$ cat config.mk
export PLATFORM = sky130hd
export DESIGN_NAME = gpio_mux_port
export DESIGN_NICKNAME = d
export VERILOG_FILES = /design/src/rtl/gpio_mux_port_pkg.sv /design/src/rtl/port_regs.sv /design/src/rtl/port_sync.sv /design/src/rtl/port_pinmux.sv /design/src/rtl/port_readback.sv /design/src/rtl/gpio_mux_port.sv
export SDC_FILE = /design/constraint.sdc
export NUM_CORES = 1
export LEC_CHECK = 0
export CAP_MARGIN = 20
export CORE_MARGIN = 5
export CORE_UTILIZATION = 35
export DETAILED_ROUTE_END_ITERATION = 10
export PLACE_DENSITY_LB_ADDON = 0.2
export SYNTH_ARGS = -nofsm -noshare
export SYNTH_HDL_FRONTEND = slang
export SYNTH_SLANG_ARGS = --single-unit
$ cat constraint.sdc
create_clock -name clk -period 4.4 [get_ports clk]
set_input_delay 0.88 -clock clk [delete_from_list [all_inputs] [get_ports clk]]
set_output_delay 0.88 -clock clk [all_outputs]
set_load 0.03 [all_outputs]
$ cat src/rtl/gpio_mux_port_pkg.sv
package gpio_mux_port_pkg;

    localparam int PORT_W   = 8;
    localparam int XBUS_W   = 7;
    localparam int BPLANE_W = 4;
    localparam int OFF_W    = 8;

    typedef enum logic [1:0] {
        PIN_GPIO  = 2'd0,
        PIN_LCD   = 2'd1,
        PIN_XBUS  = 2'd2,
        PIN_CTLIN = 2'd3
    } pin_owner_e;

    typedef struct packed {
        logic val;
        logic en;
    } pin_drive_t;

    // The control-input claim wins, then the external bus, then the LCD.
    function automatic pin_owner_e pick_owner(input logic ctl, input logic xbus, input logic lcd);
        if (ctl)       return PIN_CTLIN;
        else if (xbus) return PIN_XBUS;
        else if (lcd)  return PIN_LCD;
        else           return PIN_GPIO;
    endfunction

    function automatic logic readback_bit(input logic dir, input logic dat,
                                          input logic fp_force, input logic pin);
        if (dir)           return dat;
        else if (fp_force) return 1'b1;
        else               return pin;
    endfunction

endpackage

$ cat src/rtl/port_regs.sv
module port_regs
    import gpio_mux_port_pkg::*;
#(
    parameter int W = PORT_W,
    parameter int AW = OFF_W,
    parameter logic [AW-1:0] DATA_OFF = 8'h51,
    parameter logic [AW-1:0] DIR_OFF = 8'h55
) (
    input  logic          clk,
    input  logic          rst,
    input  logic [AW-1:0] addr,
    input  logic          wr,
    input  logic [W-1:0]  wdata,
    output logic [W-1:0]  data_q,
    output logic [W-1:0]  dir_q,
    output logic          hit_data,
    output logic          hit_dir
);
    assign hit_data = (addr == DATA_OFF);
    assign hit_dir  = (addr == DIR_OFF);

    always_ff @(posedge clk) begin
        if (rst) begin
            data_q <= '0;
            dir_q  <= '0;
        end else if (wr) begin
            if (hit_data) data_q <= wdata;
            if (hit_dir)  dir_q  <= wdata;
        end
    end
endmodule

$ cat src/rtl/port_sync.sv
module port_sync
    import gpio_mux_port_pkg::*;
#(
    parameter int W = PORT_W,
    parameter int STAGES = 2
) (
    input  logic         clk,
    input  logic         rst,
    input  logic [W-1:0] d,
    output logic [W-1:0] q
);
    logic [W-1:0] chain [STAGES];

    generate
        for (genvar s = 0; s < STAGES; s++) begin : g_stage
            if (s == 0) begin : g_first
                always_ff @(posedge clk) begin
                    if (rst) chain[s] <= '0;
                    else     chain[s] <= d;
                end
            end else begin : g_next
                always_ff @(posedge clk) begin
                    if (rst) chain[s] <= '0;
                    else     chain[s] <= chain[s-1];
                end
            end
        end
    endgenerate

    assign q = chain[STAGES-1];
endmodule

$ cat src/rtl/port_pinmux.sv
module port_pinmux
    import gpio_mux_port_pkg::*;
#(
    parameter int W = PORT_W,
    parameter int XW = XBUS_W,
    parameter int BW = BPLANE_W
) (
    input  logic          rst,
    input  logic [W-1:0]  data_q,
    input  logic [W-1:0]  dir_q,
    input  logic [XW-1:0] ext_own,
    input  logic [XW-1:0] ext_out,
    input  logic          ctl_sel,
    input  logic          lcd_en,
    input  logic [W-1:0]  fp_en,
    input  logic [W-1:0]  fp_val,
    input  logic          bp_en,
    input  logic [BW-1:0] bp_val,
    output logic [W-1:0]  pin_o,
    output logic [W-1:0]  pin_oe
);
    generate
        for (genvar i = 0; i < W; i++) begin : g_pin
            logic       x_own, x_val, c_own, b_own, b_val, f_own;
            pin_drive_t drv;

            if (i < XW) begin : g_xbus
                assign x_own = ext_own[i];
                assign x_val = ext_out[i];
            end else begin : g_noxbus
                assign x_own = 1'b0;
                assign x_val = 1'b0;
            end

            if (i == W - 1) begin : g_ctl
                assign c_own = ctl_sel | rst;
            end else begin : g_noctl
                assign c_own = 1'b0;
            end

            if (i < BW) begin : g_bp
                assign b_own = lcd_en & bp_en;
                assign b_val = bp_val[i];
            end else begin : g_nobp
                assign b_own = 1'b0;
                assign b_val = 1'b0;
            end

            assign f_own = lcd_en & fp_en[i];

            always_comb begin
                unique case (pick_owner(c_own, x_own, b_own | f_own))
                    PIN_CTLIN: drv = '{val: 1'b0, en: 1'b0};
                    PIN_XBUS:  drv = '{val: x_val, en: 1'b1};
                    PIN_LCD:   drv = '{val: (b_own ? b_val : fp_val[i]), en: 1'b1};
                    default:   drv = '{val: data_q[i], en: dir_q[i]};
                endcase
            end

            assign pin_o[i]  = drv.val;
            assign pin_oe[i] = drv.en;
        end
    endgenerate
endmodule

$ cat src/rtl/port_readback.sv
module port_readback
    import gpio_mux_port_pkg::*;
#(
    parameter int W = PORT_W
) (
    input  logic         hit_data,
    input  logic         hit_dir,
    input  logic [W-1:0] data_q,
    input  logic [W-1:0] dir_q,
    input  logic         lcd_en,
    input  logic [W-1:0] fp_en,
    input  logic [W-1:0] pin_s,
    output logic [W-1:0] rdata
);
    logic [W-1:0] merged;

    generate
        for (genvar i = 0; i < W; i++) begin : g_bit
            assign merged[i] = readback_bit(dir_q[i], data_q[i], lcd_en & fp_en[i], pin_s[i]);
        end
    endgenerate

    always_comb begin
        if (hit_data)     rdata = merged;
        else if (hit_dir) rdata = dir_q;
        else              rdata = '0;
    end
endmodule

$ cat src/rtl/gpio_mux_port.sv
module gpio_mux_port
    import gpio_mux_port_pkg::*;
#(
    parameter int W = PORT_W,
    parameter int XW = XBUS_W,
    parameter int BW = BPLANE_W,
    parameter int AW = OFF_W,
    parameter int SYNC_STAGES = 2,
    parameter logic [AW-1:0] DATA_OFF = 8'h51,
    parameter logic [AW-1:0] DIR_OFF = 8'h55
) (
    input  logic          clk,
    input  logic          rst,
    input  logic [AW-1:0] bus_addr,
    input  logic          bus_wr,
    input  logic [W-1:0]  bus_wdata,
    output logic [W-1:0]  bus_rdata,
    input  logic [W-1:0]  pin_i,
    output logic [W-1:0]  pin_o,
    output logic [W-1:0]  pin_oe,
    input  logic [XW-1:0] ext_own,
    input  logic [XW-1:0] ext_out,
    input  logic          ctl_sel,
    output logic          bus_ctl_in,
    input  logic          lcd_en,
    input  logic [W-1:0]  lcd_fp_en,
    input  logic [W-1:0]  lcd_fp_val,
    input  logic          lcd_bp_en,
    input  logic [BW-1:0] lcd_bp_val
);
    logic [W-1:0] data_q, dir_q, pin_s;
    logic         hit_data, hit_dir;

    port_regs #(.W(W), .AW(AW), .DATA_OFF(DATA_OFF), .DIR_OFF(DIR_OFF)) u_regs (
        .clk(clk), .rst(rst), .addr(bus_addr), .wr(bus_wr), .wdata(bus_wdata),
        .data_q(data_q), .dir_q(dir_q), .hit_data(hit_data), .hit_dir(hit_dir)
    );

    port_sync #(.W(W), .STAGES(SYNC_STAGES)) u_sync (
        .clk(clk), .rst(rst), .d(pin_i), .q(pin_s)
    );

    port_pinmux #(.W(W), .XW(XW), .BW(BW)) u_mux (
        .rst(rst), .data_q(data_q), .dir_q(dir_q), .ext_own(ext_own), .ext_out(ext_out),
        .ctl_sel(ctl_sel), .lcd_en(lcd_en), .fp_en(lcd_fp_en), .fp_val(lcd_fp_val),
        .bp_en(lcd_bp_en), .bp_val(lcd_bp_val), .pin_o(pin_o), .pin_oe(pin_oe)
    );

    port_readback #(.W(W)) u_rb (
        .hit_data(hit_data), .hit_dir(hit_dir), .data_q(data_q), .dir_q(dir_q),
        .lcd_en(lcd_en), .fp_en(lcd_fp_en), .pin_s(pin_s), .rdata(bus_rdata)
    );

    assign bus_ctl_in = pin_s[W-1];
endmodule

==> reports/qor.csv <==
stage,metric,value,unit
run_status,outcome,"finished, final reports clean",
die,die_height,78.9,microns
layout,nets,347,
yosys,synth_area_per_cell,8.48,sq um
placed_design,gp_congestion,0.723,
sta,skew,0.00192,ns
clock_tree,path_clk_slew,0.06,ns
power_and_ir_drop,total_power,0.000671,W
yosys,synth_fp_nets,260,
setup_path,slowest_stage,clkdlybuf4s50_1,
global_route,overflow,0,
clock_tree,root_buffer,clkbuf_8,
setup_path,worst_setup_path_end_kind,primary output,
sta,hold_viol,0,
clock_tree,clock_path_buffers,2,
die,start_util,35.7,%
drt,vias,1619,
setup_path,start_kind,input port,
placed_design,portBuffers,88,
setup_path,cp_max_fo,8,
layout,area_delta_synth_final,60.6,%
power_and_ir_drop,power_leakage,1.01,nW
sta,fmax,0.260,GHz
yosys,syn_area,1660,sq um
setup_path,worstPathArrival,2.96,ns
setup_path,crit_buf_inv,2,
drt,firstDrtPassIters,4,
placed_design,hpwlAfterDp,3.53,mm
die,placementRows,25,
sta,setup_viol,0,
layout,fill_cells,463,
drt,wl,4.54,mm
min_path,hold_path_class,reg2reg,
setup_path,path_common_cell,clkdlybuf4s50_1,
clock_tree,ctsHoldBuffers,0,
layout,mostFrequentLayoutCells,"clkdlybuf4s50_1 (88), dfxtp_1 (32), nand2b_1 (26), a21oi_1 (21)",
setup_path,crit_path_cell_trace,"clkdlybuf4s50_1, nand4bb_4, or3_1, a21oi_1, clkdlybuf4s50_1",
yosys,synth_cell_type_count,18,
yosys,synthCells,196,
global_route,antenna_found_initial,0,
drt,ant_nets,0,
clock_tree,cts_inserted_buffers,5,
sta,drv_slew,0,
global_route,grt_pass1_wl,7.45,mm
setup_path,worstSetupPathType,in2out,
global_route,grt_pass1_vias,1662,
yosys,ys.warnings.count,0,
sta,rsz0062_at_grt,false,
layout,diodes,0,
sta,max_slew_margin,47.9,%
layout,drive_gt1_share,3.87,%
clock_tree,h-tree-depth,2,
clock_tree,post_cts_buffers,0,
drt,routed_via_density,4.79,
job,cap_violations,0,
clock_tree,clk_latency,0.27,ns
clock_tree,cts_tree,built,
setup_path,cp.required,3.52,ns
global_route,grtUsageTotal,14.7,%
global_route,grt_max_degree,30,
die,core_area,4660,sq um
drt,drt_iter0_drc,45,
sta,post-route-min-period,3.84,ns
yosys,synth_seq_cells,32,
setup_path,crit_family,buffers and inverters,
sta,worst_pin_slew,0.775,ns
clock_tree,numClockSinks,32,
power_and_ir_drop,power_density,251,nW/um^2
sta,min_period_over_period,87.3,%
yosys,seq_area_frac_synth,38.5,%
drt,wl_per_cell,13.4,microns
die,floorplan.die_area,6230,sq um
die,ios,89,
setup_path,cpPeakStageDelay,0.69,ns
sta,tns,0,ns
die,die_w,78.9,microns
clock_tree,ctsResizeCount,0,
power_and_ir_drop,vdd_drop_max,0.208,mV
drt,drc_errors,0,
layout,final_common_cell,clkdlybuf4s50_1,
==> layout make-up <==
cell class | instances | area [sq um] | area share, %
tap | 54 | 67.6 | 2.53
timing repair buffer | 90 | 896 | 33.5
inverter | 4 | 15.0 | 0.562
clock buffer | 8 | 90.1 | 3.37
sequential | 32 | 641 | 24.0
multi-input combinational | 150 | 962 | 36.0
==> cells in the mapped netlist <==
| cell type | n | area (sq um) |
|---|---|---|
| dfxtp_1 | 32 | 641 |
| nand2b_1 | 26 | 163 |
| a21oi_1 | 21 | 105 |
| mux2i_1 | 20 | 200 |
| nor2b_1 | 20 | 125 |
| o21ai_0 | 19 | 95.1 |
| nand2_1 | 15 | 56.3 |
| clkbuf_1 | 9 | 33.8 |
| or3_1 | 9 | 56.3 |
| nor2_1 | 7 | 26.3 |
| a22o_1 | 4 | 35.0 |
| inv_1 | 4 | 15.0 |
| nor3b_1 | 4 | 30.0 |
| nor3_1 | 2 | 10.0 |
| buf_6 | 1 | 11.3 |
| nand4bb_4 | 1 | 27.5 |
| nor4_4 | 1 | 21.3 |
| or4_4 | 1 | 11.3 |
==> routing by layer <==
| metal | vias up | wire, microns | track usage, % | part of all wire, % |
|---|---|---|---|---|
| li1 | 844 | - | - | - |
| met1 | 738 | 2020 | 16.9 | 45 |
| met2 | 35 | 2280 | 27.2 | 50 |
| met3 | 2 | 216 | 3.51 | 4.8 |
| met4 | 0 | 21 | 3.61 | 0.46 |
| met5 | - | 0 | 0 | 0 |
==> registers in the layout (all words and copies together), names as in the netlist <==
name / flops
u_regs.dir_q: 8
u_regs.data_q: 8
u_sync.chain: 16
==> worst register-to-register path, cell delays in order, from the launching register on <==
cell      delay [ns]
dfxtp_1         0.38
nand2b_1        0.07
mux2i_1         0.13
==> path summary, 6_finish.rpt <==
kind	start	endpoint	slack (ns)	depth (start not counted)
max reg2reg	u_regs.dir_q[4]	u_regs.dir_q[4]	3.75	2
min	u_sync.chain[0][0]	u_sync.chain[1][0]	0.44	1
max	bus_addr[7]	bus_rdata[3]	0.56	5
min reg2reg	u_sync.chain[0][0]	u_sync.chain[1][0]	0.44	1
==> cell families (layout without fill, tap and decap cells) <==
kind of cell / count (synthesis) / count (layout) / share of synthesized area, %
AOI/OAI and AO/OA: 44 / 44 / 14.1
buffers and inverters: 14 / 102 / 3.61
DFF: 32 / 32 / 38.5
muxes: 20 / 20 / 12.0
and+or+nand+nor: 86 / 86 / 31.7
==> stage by stage <==
stage	instances	util [%]	setup slack, ns	hold WS [ns]	cell area, sq um
final	338	57.3	0.560	0.436	2670
after global routing	338	57.3	0.463	0.459	2670
after CTS	338	57.3	0.533	0.439	2670
after detailed placement	330	55.4	0.535	0.424	2580
after global placement	330	55.4	0.563	0.418	2580
after floorplan	196	-	1.40	0.414	1660
==> report_power, final <==
group	total, W	switching (W)	internal [W]
registers	0.000299	0.00000179	0.000297
clock network	0.000223	0.0000953	0.000127
logic	0.000150	0.0000614	0.0000885
(Power assumes the default switching activity.)
